<file path="config.mk">
export PLATFORM = sky130hd
export DESIGN_NAME = spi_xfer_port
export DESIGN_NICKNAME = d
export VERILOG_FILES = /design/src/rtl/spi_xfer_pkg.sv /design/src/rtl/spi_edge_src.sv /design/src/rtl/spi_shifter.sv /design/src/rtl/spi_flags.sv /design/src/rtl/spi_xfer_port.sv
export SDC_FILE = /design/constraint.sdc
export NUM_CORES = 1
export LEC_CHECK = 0
export BUFFER_PORTS_ARGS = -buffer_cell sky130_fd_sc_hd__clkbuf_2
export CORE_ASPECT_RATIO = 1.1
export CORE_UTILIZATION = 45
export DETAILED_ROUTE_END_ITERATION = 8
export HOLD_SLACK_MARGIN = 0.08
export PLACE_DENSITY_LB_ADDON = 0.08
export SLEW_MARGIN = 20
export SYNTH_ARGS = -nofsm -noshare
export SYNTH_HDL_FRONTEND = slang
export SYNTH_SLANG_ARGS = --single-unit
</file>
<file path="constraint.sdc">
create_clock -name clk -period 2 [get_ports clk]
set_input_delay 0.4 -clock clk [delete_from_list [all_inputs] [get_ports clk]]
set_output_delay 0.4 -clock clk [all_outputs]
set_load 0.01 [all_outputs]
</file>
<file path="src/rtl/spi_xfer_pkg.sv">
package spi_xfer_pkg;

    localparam int DIV_W = 5;

    typedef enum logic [1:0] {
        REG_CTRL = 2'd0,
        REG_STAT = 2'd1,
        REG_DATA = 2'd2
    } reg_sel_e;

    typedef struct packed {
        logic [1:0] rate;
        logic       irq_en;
        logic       master;
    } ctrl_t;

    typedef struct packed {
        logic rise;
        logic fall;
    } sck_ev_t;

    // system clocks per half serial-clock period for each ratio code
    function automatic logic [DIV_W-1:0] half_period(input logic [1:0] code);
        case (code)
            2'd0:    half_period = 5'd1;
            2'd1:    half_period = 5'd2;
            2'd2:    half_period = 5'd8;
            default: half_period = 5'd16;
        endcase
    endfunction

endpackage

</file>
<file path="src/rtl/spi_edge_src.sv">
module spi_edge_src
    import spi_xfer_pkg::*;
#(
    parameter int SYNC_STAGES = 2
) (
    input  logic       clk,
    input  logic       rst,
    input  logic       master,
    input  logic [1:0] rate,
    input  logic       start,
    input  logic       done,
    input  logic       sck_in,
    input  logic       sel_n_in,
    output logic       sck_out,
    output logic       sel_n_out,
    output logic       busy,
    output logic       slave_act,
    output sck_ev_t    ev
);
    logic [DIV_W-1:0]     div_q;
    logic                 sck_q;
    logic                 run_q;
    logic                 tick;
    logic [SYNC_STAGES:0] sck_sync;
    logic [SYNC_STAGES-1:0] sel_sync;
    sck_ev_t              m_ev, s_ev;

    assign tick = run_q && (div_q == half_period(rate) - 5'd1);

    always_ff @(posedge clk) begin
        if (rst) begin
            div_q <= '0;
            sck_q <= 1'b0;
            run_q <= 1'b0;
        end else if (start) begin
            div_q <= '0;
            sck_q <= 1'b0;
            run_q <= 1'b1;
        end else if (run_q) begin
            if (tick) begin
                div_q <= '0;
                sck_q <= ~sck_q;
            end else begin
                div_q <= div_q + 5'd1;
            end
            if (done) run_q <= 1'b0;
        end
    end

    always_ff @(posedge clk) begin
        if (rst) begin
            sck_sync <= '0;
            sel_sync <= '1;
        end else begin
            sck_sync <= {sck_sync[SYNC_STAGES-1:0], sck_in};
            sel_sync <= {sel_sync[SYNC_STAGES-2:0], sel_n_in};
        end
    end

    assign slave_act = ~sel_sync[SYNC_STAGES-1];
    assign m_ev.rise = tick && !sck_q;
    assign m_ev.fall = tick && sck_q;
    assign s_ev.rise = slave_act && sck_sync[SYNC_STAGES-1] && !sck_sync[SYNC_STAGES];
    assign s_ev.fall = slave_act && !sck_sync[SYNC_STAGES-1] && sck_sync[SYNC_STAGES];

    assign ev        = master ? m_ev : s_ev;
    assign busy      = run_q;
    assign sck_out   = sck_q;
    assign sel_n_out = master ? ~run_q : 1'b1;
endmodule

</file>
<file path="src/rtl/spi_shifter.sv">
module spi_shifter
    import spi_xfer_pkg::*;
#(
    parameter int DATA_W = 8
) (
    input  logic              clk,
    input  logic              rst,
    input  logic              clr,
    input  logic              load,
    input  logic [DATA_W-1:0] load_val,
    input  sck_ev_t           ev,
    input  logic              ser_in,
    output logic              ser_out,
    output logic              window,
    output logic              done,
    output logic [DATA_W-1:0] rx_byte
);
    localparam int CNT_W = $clog2(DATA_W);
    localparam logic [CNT_W-1:0] LAST = CNT_W'(DATA_W - 1);

    logic [DATA_W-1:0] sh_q;
    logic [CNT_W-1:0]  cnt_q;
    logic              samp_q;
    logic              seen_q;

    assign done    = ev.fall && (cnt_q == LAST);
    assign rx_byte = {sh_q[DATA_W-2:0], samp_q};
    assign ser_out = sh_q[DATA_W-1];
    assign window  = seen_q;

    always_ff @(posedge clk) begin
        if (rst) begin
            sh_q   <= '0;
            cnt_q  <= '0;
            samp_q <= 1'b0;
            seen_q <= 1'b0;
        end else begin
            if (ev.rise) samp_q <= ser_in;
            if (load) begin
                sh_q <= load_val;
            end else if (ev.fall) begin
                sh_q <= rx_byte;
            end
            if (clr) begin
                cnt_q  <= '0;
                seen_q <= 1'b0;
            end else if (ev.fall) begin
                if (cnt_q == LAST) begin
                    cnt_q  <= '0;
                    seen_q <= 1'b0;
                end else begin
                    cnt_q  <= cnt_q + 1'b1;
                    seen_q <= 1'b1;
                end
            end
        end
    end
endmodule

</file>
<file path="src/rtl/spi_flags.sv">
module spi_flags #(
    parameter int DATA_W = 8
) (
    input  logic              clk,
    input  logic              rst,
    input  logic              stat_rd,
    input  logic              data_acc,
    input  logic              window,
    input  logic              done,
    input  logic [DATA_W-1:0] rx_byte,
    output logic              tc,
    output logic              coll,
    output logic              armed,
    output logic [DATA_W-1:0] rxbuf
);
    logic clear;

    assign clear = armed && data_acc;

    always_ff @(posedge clk) begin
        if (rst) begin
            tc    <= 1'b0;
            coll  <= 1'b0;
            armed <= 1'b0;
            rxbuf <= '0;
        end else begin
            if (data_acc)          armed <= 1'b0;
            else if (stat_rd && tc) armed <= 1'b1;

            if (done)       tc <= 1'b1;
            else if (clear) tc <= 1'b0;

            if (data_acc && window) coll <= 1'b1;
            else if (clear)         coll <= 1'b0;

            // overrun: a set flag protects the byte already buffered
            if (done && !tc) rxbuf <= rx_byte;
        end
    end
endmodule

</file>
<file path="src/rtl/spi_xfer_port.sv">
module spi_xfer_port
    import spi_xfer_pkg::*;
#(
    parameter int DATA_W      = 8,
    parameter int SYNC_STAGES = 2
) (
    input  logic              clk,
    input  logic              rst,
    input  logic [1:0]        reg_addr,
    input  logic [DATA_W-1:0] reg_wdata,
    output logic [DATA_W-1:0] reg_rdata,
    input  logic              reg_rd,
    input  logic              reg_wr,
    output logic              sck_out,
    output logic              sel_n_out,
    output logic              ser_out,
    input  logic              sck_in,
    input  logic              sel_n_in,
    input  logic              ser_in,
    output logic              irq
);
    localparam int CTRL_W = $bits(ctrl_t);

    ctrl_t             ctrl_q;
    sck_ev_t           ev;
    logic              busy, slave_act, window, done;
    logic              tc, coll, armed;
    logic              data_acc, stat_rd, data_wr, start, load, clr;
    logic [DATA_W-1:0] rx_byte, rxbuf;

    assign data_acc = (reg_rd || reg_wr) && (reg_addr == REG_DATA);
    assign data_wr  = reg_wr && (reg_addr == REG_DATA);
    assign stat_rd  = reg_rd && (reg_addr == REG_STAT);
    assign start    = data_wr && ctrl_q.master && !busy;
    assign load     = data_wr && !window;
    assign clr      = start || (!ctrl_q.master && !slave_act);

    always_ff @(posedge clk) begin
        if (rst) ctrl_q <= '0;
        else if (reg_wr && reg_addr == REG_CTRL) ctrl_q <= ctrl_t'(reg_wdata[CTRL_W-1:0]);
    end

    always_comb begin
        reg_rdata = '0;
        case (reg_addr)
            REG_CTRL: reg_rdata[CTRL_W-1:0] = ctrl_q;
            REG_STAT: begin
                reg_rdata[DATA_W-1] = tc;
                reg_rdata[DATA_W-2] = coll;
            end
            REG_DATA: reg_rdata = rxbuf;
            default:  reg_rdata = '0;
        endcase
    end

    assign irq = tc && ctrl_q.irq_en;

    spi_edge_src #(.SYNC_STAGES(SYNC_STAGES)) u_edge (
        .clk(clk), .rst(rst), .master(ctrl_q.master), .rate(ctrl_q.rate),
        .start(start), .done(done), .sck_in(sck_in), .sel_n_in(sel_n_in),
        .sck_out(sck_out), .sel_n_out(sel_n_out), .busy(busy),
        .slave_act(slave_act), .ev(ev)
    );

    spi_shifter #(.DATA_W(DATA_W)) u_shift (
        .clk(clk), .rst(rst), .clr(clr), .load(load), .load_val(reg_wdata),
        .ev(ev), .ser_in(ser_in), .ser_out(ser_out), .window(window),
        .done(done), .rx_byte(rx_byte)
    );

    spi_flags #(.DATA_W(DATA_W)) u_flags (
        .clk(clk), .rst(rst), .stat_rd(stat_rd), .data_acc(data_acc),
        .window(window), .done(done), .rx_byte(rx_byte), .tc(tc),
        .coll(coll), .armed(armed), .rxbuf(rxbuf)
    );
endmodule

</file>
* Word level (Yosys, flattened, before mapping)
Cells that the tools add are included.
** Storage, ports and cells
- Input bits :: 17
- Memories kept :: 0
- Register bits after elaboration :: 40
- Memory bits (read-only) :: 0
- Output and inout bits :: 12
- Bits in latches :: 0
- RAM bits :: 0
- Word-level logic and storage cells :: 84
** Operators by class
- Eq/ne operators :: 6
- Magnitude comparators :: 0
- Bitwise operators :: 3
- Shifts and indexed selects :: 0
- Muxes and demuxes :: 17
- $mul :: 0
- Divide/modulo/power cells :: 0
- $add $sub $neg :: 3
- Reduce and logical (&&, ||, !) cells :: 39
** Operators with widths (count)
- logical AND 1 bit :: 21
- two-way mux 8 bit :: 2
- one-hot mux 5 bit (3 select lines) :: 1
- two-way mux 1 bit :: 8
- one-hot mux 4 bit (2 select lines) :: 1
- zero test 1 bit :: 7
- nonzero test 2 bit :: 3
- OR reduction 2 bit :: 3
- adder 5 x 1 -> 5 bit (second input constant) :: 1
- == test 5 bit :: 1
- two-way mux 5 bit :: 1
- subtractor 5 x 1 -> 5 bit (second input constant) :: 1
- == test 2 x 1 -> 1 bit (second input constant) :: 2
- == test 2 bit (second input constant) :: 2
- zero test 2 bit :: 2
- two-way mux 2 bit :: 2
- one-hot mux 2 bit (2 select lines) :: 1
- adder 3 x 1 -> 3 bit (second input constant) :: 1
- == test 3 bit (second input constant) :: 1
- two-way mux 3 bit :: 1
- inverter 1 bit :: 3
- logical OR 1 bit :: 2
- AND reduction 2 bit :: 1

* Logic depth before layout (Yosys ltp)
Gate-level depths: netlist of run 1.
- Depth in word-level cells :: 11
- Gate-level depth with buffers :: 8
- Depth with buffers taken out :: 7

* Cells and area by module
Synthesis of run 1 repeated with hierarchy kept, for this count alone.
** Unflattened totals
- Cell total of the unflattened synthesis :: 211
- Area total of the unflattened synthesis :: 2054.5 um^2
** Modules (own cells, without submodules)
- spi_shifter :: instances 1, cells each 55, area each 589.3 um^2, seq. area each 260.2 um^2
- spi_edge_src :: instances 1, cells each 62, area each 581.8 um^2, seq. area each 240.2 um^2
- spi_flags :: instances 1, cells each 45, area each 499.2 um^2, seq. area each 220.2 um^2
- spi_xfer_port :: instances 1, cells each 49, area each 384.1 um^2, seq. area each 80.1 um^2

* Least setup slack after synthesis of run 1
Ideal clock, no wire load.
- Path kind :: reg-to-reg
- Start :: register ctrl_q[2] (netlist bit)
- End :: register u_flags.rxbuf[0]
- Data arrival time :: 1.976 ns
- Setup time :: 0.072 ns
- Period minus slack after synthesis :: 2.047 ns
- Path slack :: -0.047 ns
- Stages on the path, launching flop included :: 8
- Required time :: 1.928 ns
- Buffers on the path :: 0
- Cells stage by stage :: dfxtp_1 > or2b_1 > ha_1 > xor2_1 > o211a_4 > a31oi_4 > nor3_4 > mux2i_1
** Between the ends
- Word-level cells in the longest chain between the ends :: 9
- Elaborated cells on any way between the ends :: 11
- Classes of those cells :: add/sub (1); eq/ne (3); mux (2); reduce/logical (5)
** RTL lines
- start, declared :: line spi_xfer_port.sv:24 : ctrl_t ctrl_q;
- start signal, assigned :: line spi_xfer_port.sv:40 : else if (reg_wr && reg_addr == REG_CTRL) ctrl_q <= ctrl_t'(reg_wdata[CTRL_W-1:0]);
- == test 2 bit (tied with other cells) :: line spi_xfer_pkg.sv:24 : case (code)
- one-hot mux 5 bit (3 select lines) * :: line spi_xfer_pkg.sv:24
- subtractor 5 x 1 -> 5 bit * :: line spi_edge_src.sv:28 : assign tick = run_q && (div_q == half_period(rate) - 5'd1);
- == test 5 bit * :: line spi_edge_src.sv:28
- logical AND 1 bit * :: line spi_edge_src.sv:28
- logical AND 1 bit * :: line spi_edge_src.sv:62 : assign m_ev.fall = tick && sck_q;
- two-way mux 2 bit * :: line spi_edge_src.sv:66 : assign ev = master ? m_ev : s_ev;
- logical AND 1 bit * :: line spi_shifter.sv:26 : assign done = ev.fall && (cnt_q == LAST);
- logical AND 1 bit * :: line spi_flags.sv:37 : if (done && !tc) rxbuf <= rx_byte;
- end signal, assigned :: line spi_flags.sv:37
- end, declared :: line spi_flags.sv:14 : output logic [DATA_W-1:0] rxbuf
Every way passes the cells marked *; elsewhere a longest branch is shown, timed or not.
A chain may end at the register's enable or synchronous reset.

* Worst setup path in the final report of run 1
- Start :: register ctrl_q[2] (netlist bit)
- End :: register u_shift.sh_q[0]
** Between the ends
- Word-level cells in the longest chain between the ends :: 8
- Elaborated cells on any way between the ends :: 10
- Classes of those cells :: add/sub (1); eq/ne (3); mux (2); reduce/logical (4)
** RTL lines
- == test 2 bit (tied with other cells) :: line spi_xfer_pkg.sv:24
- one-hot mux 5 bit (3 select lines) * :: line spi_xfer_pkg.sv:24
- subtractor 5 x 1 -> 5 bit * :: line spi_edge_src.sv:28
- == test 5 bit * :: line spi_edge_src.sv:28
- logical AND 1 bit * :: line spi_edge_src.sv:28
- logical AND 1 bit * :: line spi_edge_src.sv:62
- two-way mux 2 bit * :: line spi_edge_src.sv:66
- nonzero test 2 bit (no source line) *
- end signal, assigned :: line spi_shifter.sv:40 : sh_q <= load_val;
- end signal, assigned :: line spi_shifter.sv:42 : sh_q <= rx_byte;
- end, declared :: line spi_shifter.sv:21 : logic [DATA_W-1:0] sh_q;
Marks and branches as above.

==> results of run 1 <==
==> flip-flops by register name, summed over array words and instances (netlist names), 2 cells and up <==
signal,flops
u_shift.cnt_q,3
u_edge.div_q,5
u_edge.sck_sync,3
u_edge.sel_sync,2
u_shift.sh_q,8
ctrl_q,4
u_flags.rxbuf,8
==> worst max-delay path, stage by stage, from the launching register on <==
cell and delay (ns):
dfxtp_2 0.34, or2b_1 0.26, ha_4 0.25, xor2_2 0.14
o211a_4 0.15, a31oi_4 0.29, buf_12 0.16, buf_6 0.10
mux2i_4 0.21, a211oi_2 0.08
==> metrics by stage <==
step,hold WS (ns),area (µm²)
final,0.287,2430
after global routing,0.289,2430
after CTS,0.278,2410
after detailed placement,0.394,2190
after global placement,0.391,2190
after floorplan,0.389,1950
==> final timing paths <==
check / start / to / cells after the start
worst min register to register: u_edge.sel_sync[0]$_SDFF_PP1_ / u_edge.sel_sync[1]$_SDFF_PP1_ / 1
worst max register to register: ctrl_q[2]$_SDFFE_PP0P_ / u_shift.sh_q[0]$_SDFFE_PP0P_ / 9
worst max-delay path: ctrl_q[2]$_SDFFE_PP0P_ / u_shift.sh_q[0]$_SDFFE_PP0P_ / 9
worst min-delay path: sel_n_in / u_edge.sel_sync[0]$_SDFF_PP1_ / 2
==> placed cells by master, fill, tap and decap left out, types with 10 or more instances in the layout <==
cell type	count
clkbuf_2	28
dfxtp_1	39
mux2i_1	18
nor2_1	17
buf_4	15
nand2b_1	20
nand2_1	10
==> layout make-up <==
class,instances,area [µm²],share of cell area [%]
timing repair buffer,51,360,14.8
multi-input combinational,146,1090,44.9
tap,52,65.1,2.67
inverter,5,18.8,0.771
clock buffer,7,96.3,3.96
sequential,40,802,32.9
==> layer usage <==
metal	vias up	wire length [µm]
met5	-	0
met3	10	135
li1	793	-
met1	743	1860
met2	31	2140
met4	0	96
==> logic make-up after synthesis <==
family | Yosys count | share of synthesized area [%]
muxes | 20 | 10.4
DFF | 40 | 41.5
buffers and inverters | 16 | 4.53
adders and majority gates | 8 | 5.05
xor gates and xnor gates | 6 | 2.72
AOI/OAI and AO/OA | 32 | 12.6
and+or+nand+nor | 80 | 23.3
==> power groups by stage <==
stage / sequential (W) / clock, W / combinational (W)
after floorplan: 0.000839 / 0 / 0.0000836
after global placement: 0.000842 / 0 / 0.000119
after detailed placement: 0.000843 / 0 / 0.000124
after CTS: 0.000824 / 0.000586 / 0.000130
after global routing: 0.000827 / 0.000629 / 0.000146
final: 0.000825 / 0.000569 / 0.000132
==> repair_timing <==
item                                    4_1_cts  5_1_grt
gates resized for setup                       9        4
hold endpoints to repair                      0        0
buffers inserted                              9        0
endpoints found under the setup margin       22       21
pin swaps                                     9        2
==> results.toml, run 1 <==
[sta]
hold_viol_final = 0
clock.fmax_ghz = 0.474
fin_crit_sh_pct = 106
rsz0062_at_grt = "yes"
layout_setup_ws_ns = -0.111
fin_skew_ns = 0.00535
max_slew.worst_pin.slew_ns = 0.520
max-slew-margin-rel_pct = 64.9
drv_slew = 0
finalSetupViolCount = 18
min_period_ns = 2.11
tns_ns = -0.935

[placement]
dpl.hpwl_mm = 2.98
gp_congestion = 0.737
placed_cells = 285
dp_slack_ns = -0.227
port_buffers = 28

[clock_network]
clock-sinks = 40
worstSkewPairLatency_ns = 0.29
htree_levels = 2
clockBufferDepth = 2
path_clk_slew_ns = 0.07
cts_tree = "done"
cts_buffers = 5
cts_hold_buf = 0
root_buffer = "clkbuf_8"

[detailed_routing]
drt-initial-drc-count = 70
drc_errors = 0
antenna_left = 0
dr.pass1.iters = 4
wire_per_inst_um = 14.1
wl_mm = 4.23
routed_via_density = 5.24
vias = 1577

[status]
status = "complete, but fails checks"
violations = "setup timing"

[final_layout]
nNetsFinal = 273
instances_no_fill = 301
syn_to_final_growth_pct = 26.0
diodes = 0
final_util_pct = 60.5
drive_gt1_share_pct = 30.5
n_fill_cell = 364

[global_route]
grt-ovfl-total = 0
grt_max_degree = 23
track_usage_pct = 20.5
grt_util_met2_pct = 35.7
met1_usage_pct = 24.5
grt_pass1_vias = 1615
met3_usage_pct = 3.55
gr-max-usage-layer = "met2"
antenna_found_initial = 0
grt_pass1_wl_mm = 7.23

[yosys]
async_flop_share_pct = 0
syn_area_per_cell_um2 = 9.56
synth_common_cells = "dfxtp_1, mux2i_1, nand2b_1"
synth_nets = 226
yosysWarnings = 0
ys.flop_type = "dfxtp_1"
yosysSeqAreaShare_pct = 41.5
synth_top_area_share_pct = 41.5
ys_seq_elements = 40
netlist_top_cells_area = "dfxtp_1, mux2i_1, nand2b_1"
synth_enable_flop_cells = 0
yosysUniqueCellTypes = 42
yosysMostFrequentCell = "dfxtp_1"
synthCells = 202
syn_area_um2 = 1930
synth_area_leader_cell = "dfxtp_1"

[setup_path]
criticalPathCategory = "reg -> reg"
end_kind = "register"
start_kind = "register"
required_ns = 2.18
cp_data_arrival_time_ns = 2.29
reg2reg_setup_slack_ns = -0.11
cp_max_fo = 5

[power]
p_comb_share_pct = 8.7
ir_worst_vdd_mv = 0.336
p_total_w = 0.00153
p_leak_nw = 1.03
pwr-share-seq_pct = 54.1
clock_power_share_pct = 37.3
p_sw_share_pct = 22.4
switchingPower_w = 0.000342
p_per_area_nw_per_um2 = 627
power.internal_w = 0.00119

[run]
drv_cap = 0

[floorplanning]
coreArea_um2 = 4020
io_pins = 29
die_h_um = 70.7
initial_core_util_pct = 48.0
dieArea_um2 = 4560
die_x_um = 64.5
rows = 24

[min_path]
worst_hold_path_type = "in -> reg"
Note: power is estimated with default switching activity, not from simulation.
==> inputs of run 2 (changes only) <==
CORE_MARGIN = 10   (was unset)
==> results.toml, run 2 (synthesis results as in run 1) <==
[sta]
tns_ns = -0.825
min_period_ns = 2.08
max_slew.worst_pin.slew_ns = 0.530
finalSetupViolCount = 19
fin_skew_ns = 0.00697
fin_crit_sh_pct = 104
hold_viol_final = 0
clock.fmax_ghz = 0.481
layout_setup_ws_ns = -0.0801
rsz0062_at_grt = "yes"
max-slew-margin-rel_pct = 64.3
drv_slew = 0

[global_route]
grt-ovfl-total = 0
met1_usage_pct = 15.2
antenna_found_initial = 0
track_usage_pct = 12.8
grt_pass1_vias = 1533
grt_pass1_wl_mm = 7.29
grt_util_met2_pct = 19.5
grt_max_degree = 23
gr-max-usage-layer = "met2"
met3_usage_pct = 4.77

[final_layout]
diodes = 0
multi_input_area_um2 = 1110
syn_to_final_growth_pct = 27.3
n_fill_cell = 361
nNetsFinal = 274
final_common_cell = "dfxtp_1"
drive_gt1_share_pct = 32.7
biggestRegsByFlops = "u_flags.rxbuf (8), u_shift.sh_q (8), u_edge.div_q (5)"
regArea_um2 = 803
final_cell_mix = "dfxtp_1, clkbuf_2, nand2b_1"

[power]
power.internal_w = 0.00116
p_sw_share_pct = 23.8
clock_power_share_pct = 36.7
ir_worst_vdd_mv = 0.356
p_comb_share_pct = 8.9
pwr-share-seq_pct = 54.5
p_leak_nw = 1.04
switchingPower_w = 0.000361
p_per_area_nw_per_um2 = 617

[min_path]
hold_start = "sel_n_in"
worst_hold_path_type = "in -> reg"

[clock_network]
worstSkewPairLatency_ns = 0.30
path_clk_slew_ns = 0.08
root_buffer = "clkbuf_8"
clockBufferDepth = 2
htree_levels = 2
cts_buffers = 5
cts_tree = "done"
clock-sinks = 40

[setup_path]
cp_max_fo = 5
required_ns = 2.23
reg2reg_setup_slack_ns = -0.08
r2r-end = "u_flags.rxbuf[3]$_SDFFE_PP0P_"
end_kind = "register"
cp_data_arrival_time_ns = 2.31
criticalPathCategory = "reg -> reg"
crit_end = "u_flags.rxbuf[3]$_SDFFE_PP0P_"
rr_worst_depth = 9
r2r-start = "ctrl_q[2]$_SDFFE_PP0P_"
start_kind = "register"
startpoint = "ctrl_q[2]$_SDFFE_PP0P_"

[detailed_routing]
drc_errors = 0
dr.pass1.iters = 4
wl_mm = 4.31
antenna_left = 0
wire_per_inst_um = 14.2
routed_via_density = 5.19
drt-initial-drc-count = 111
vias = 1573

[status]
status = "complete, but fails checks"
violations = "setup timing"

[placement]
port_buffers = 28
dpl.hpwl_mm = 3.17
gp_congestion = 0.754
dp_slack_ns = -0.234

[floorplanning]
initial_core_util_pct = 47.7
dieArea_um2 = 7320
io_pins = 29
die_h_um = 88.7
die_x_um = 82.5
coreArea_um2 = 4050
rows = 24

[run]
drv_cap = 0
==> run 2: critical path, cell delays in order (launching register included) <==
cell     delay [ns]
dfxtp_2        0.34
or2b_1         0.26
ha_4           0.28
xor2_2         0.15
o211a_4        0.19
a31oi_4        0.11
buf_12         0.16
nor3_4         0.18
buf_6          0.16
mux2i_1        0.18
==> run 2: how the worst min path moves through the flow <==
stage | end | slack (ns) | cells after the start
finish | u_edge.sel_sync[0]$_SDFF_PP1_ | 0.28 | 2
global route | u_edge.sel_sync[0]$_SDFF_PP1_ | 0.28 | 2
CTS | u_edge.sel_sync[0]$_SDFF_PP1_ | 0.27 | 2
detailed placement | u_edge.sel_sync[1]$_SDFF_PP1_ | 0.40 | 1
global placement | u_edge.sel_sync[1]$_SDFF_PP1_ | 0.39 | 1
floorplan | u_edge.sel_sync[1]$_SDFF_PP1_ | 0.39 | 1
==> run 2: repair_timing <==
item / in CTS / in global routing
cloned: 0 / 0
hold endpoints to repair: 0 / 0
hold buffers: 0 / 0
gates resized for setup: 2 / 14
endpoints found under the setup margin: 22 / 21
setup buffers: 4 / 5
pin swaps: 2 / 11
==> run 2: area by class of cell <==
type                    count  area share, %
flip-flops and latches     40           32.7
repair buffers             52           15.2
inverters                   5          0.763
clock inverters             2          0.407
well taps                  52           2.65
multi-input cells         146           45.0
clock buffers               6           3.36
==> run 2: routing by layer <==
layer | up-vias | share of wire [%]
li1 | 796 | -
met1 | 741 | 45
met2 | 25 | 47
met3 | 11 | 5.6
met4 | 0 | 2.2
met5 | - | 0
==> run 2: stage by stage <==
stage	hold WS [ns]	instance area (µm²)	utilization [%]	power, W	instances
finish	0.281	2460	60.6	0.00152	303
global route	0.277	2460	60.6	0.00158	303
CTS	0.274	2350	58.1	0.00152	298
detailed placement	0.396	2190	54.1	0.000967	286
global placement	0.391	2190	54.1	0.000963	286
floorplan	0.389	1950	-	0.000923	202
==> run 2: power groups by stage <==
stage          registers (W)  clock network [W]  logic [W]
5_1_grt             0.000828           0.000606   0.000148
3_3_place_gp        0.000842                  0   0.000121
4_1_cts             0.000824           0.000569   0.000129
2_1_floorplan       0.000839                  0  0.0000836
3_5_place_dp        0.000843                  0   0.000124
6_report            0.000826           0.000556   0.000135
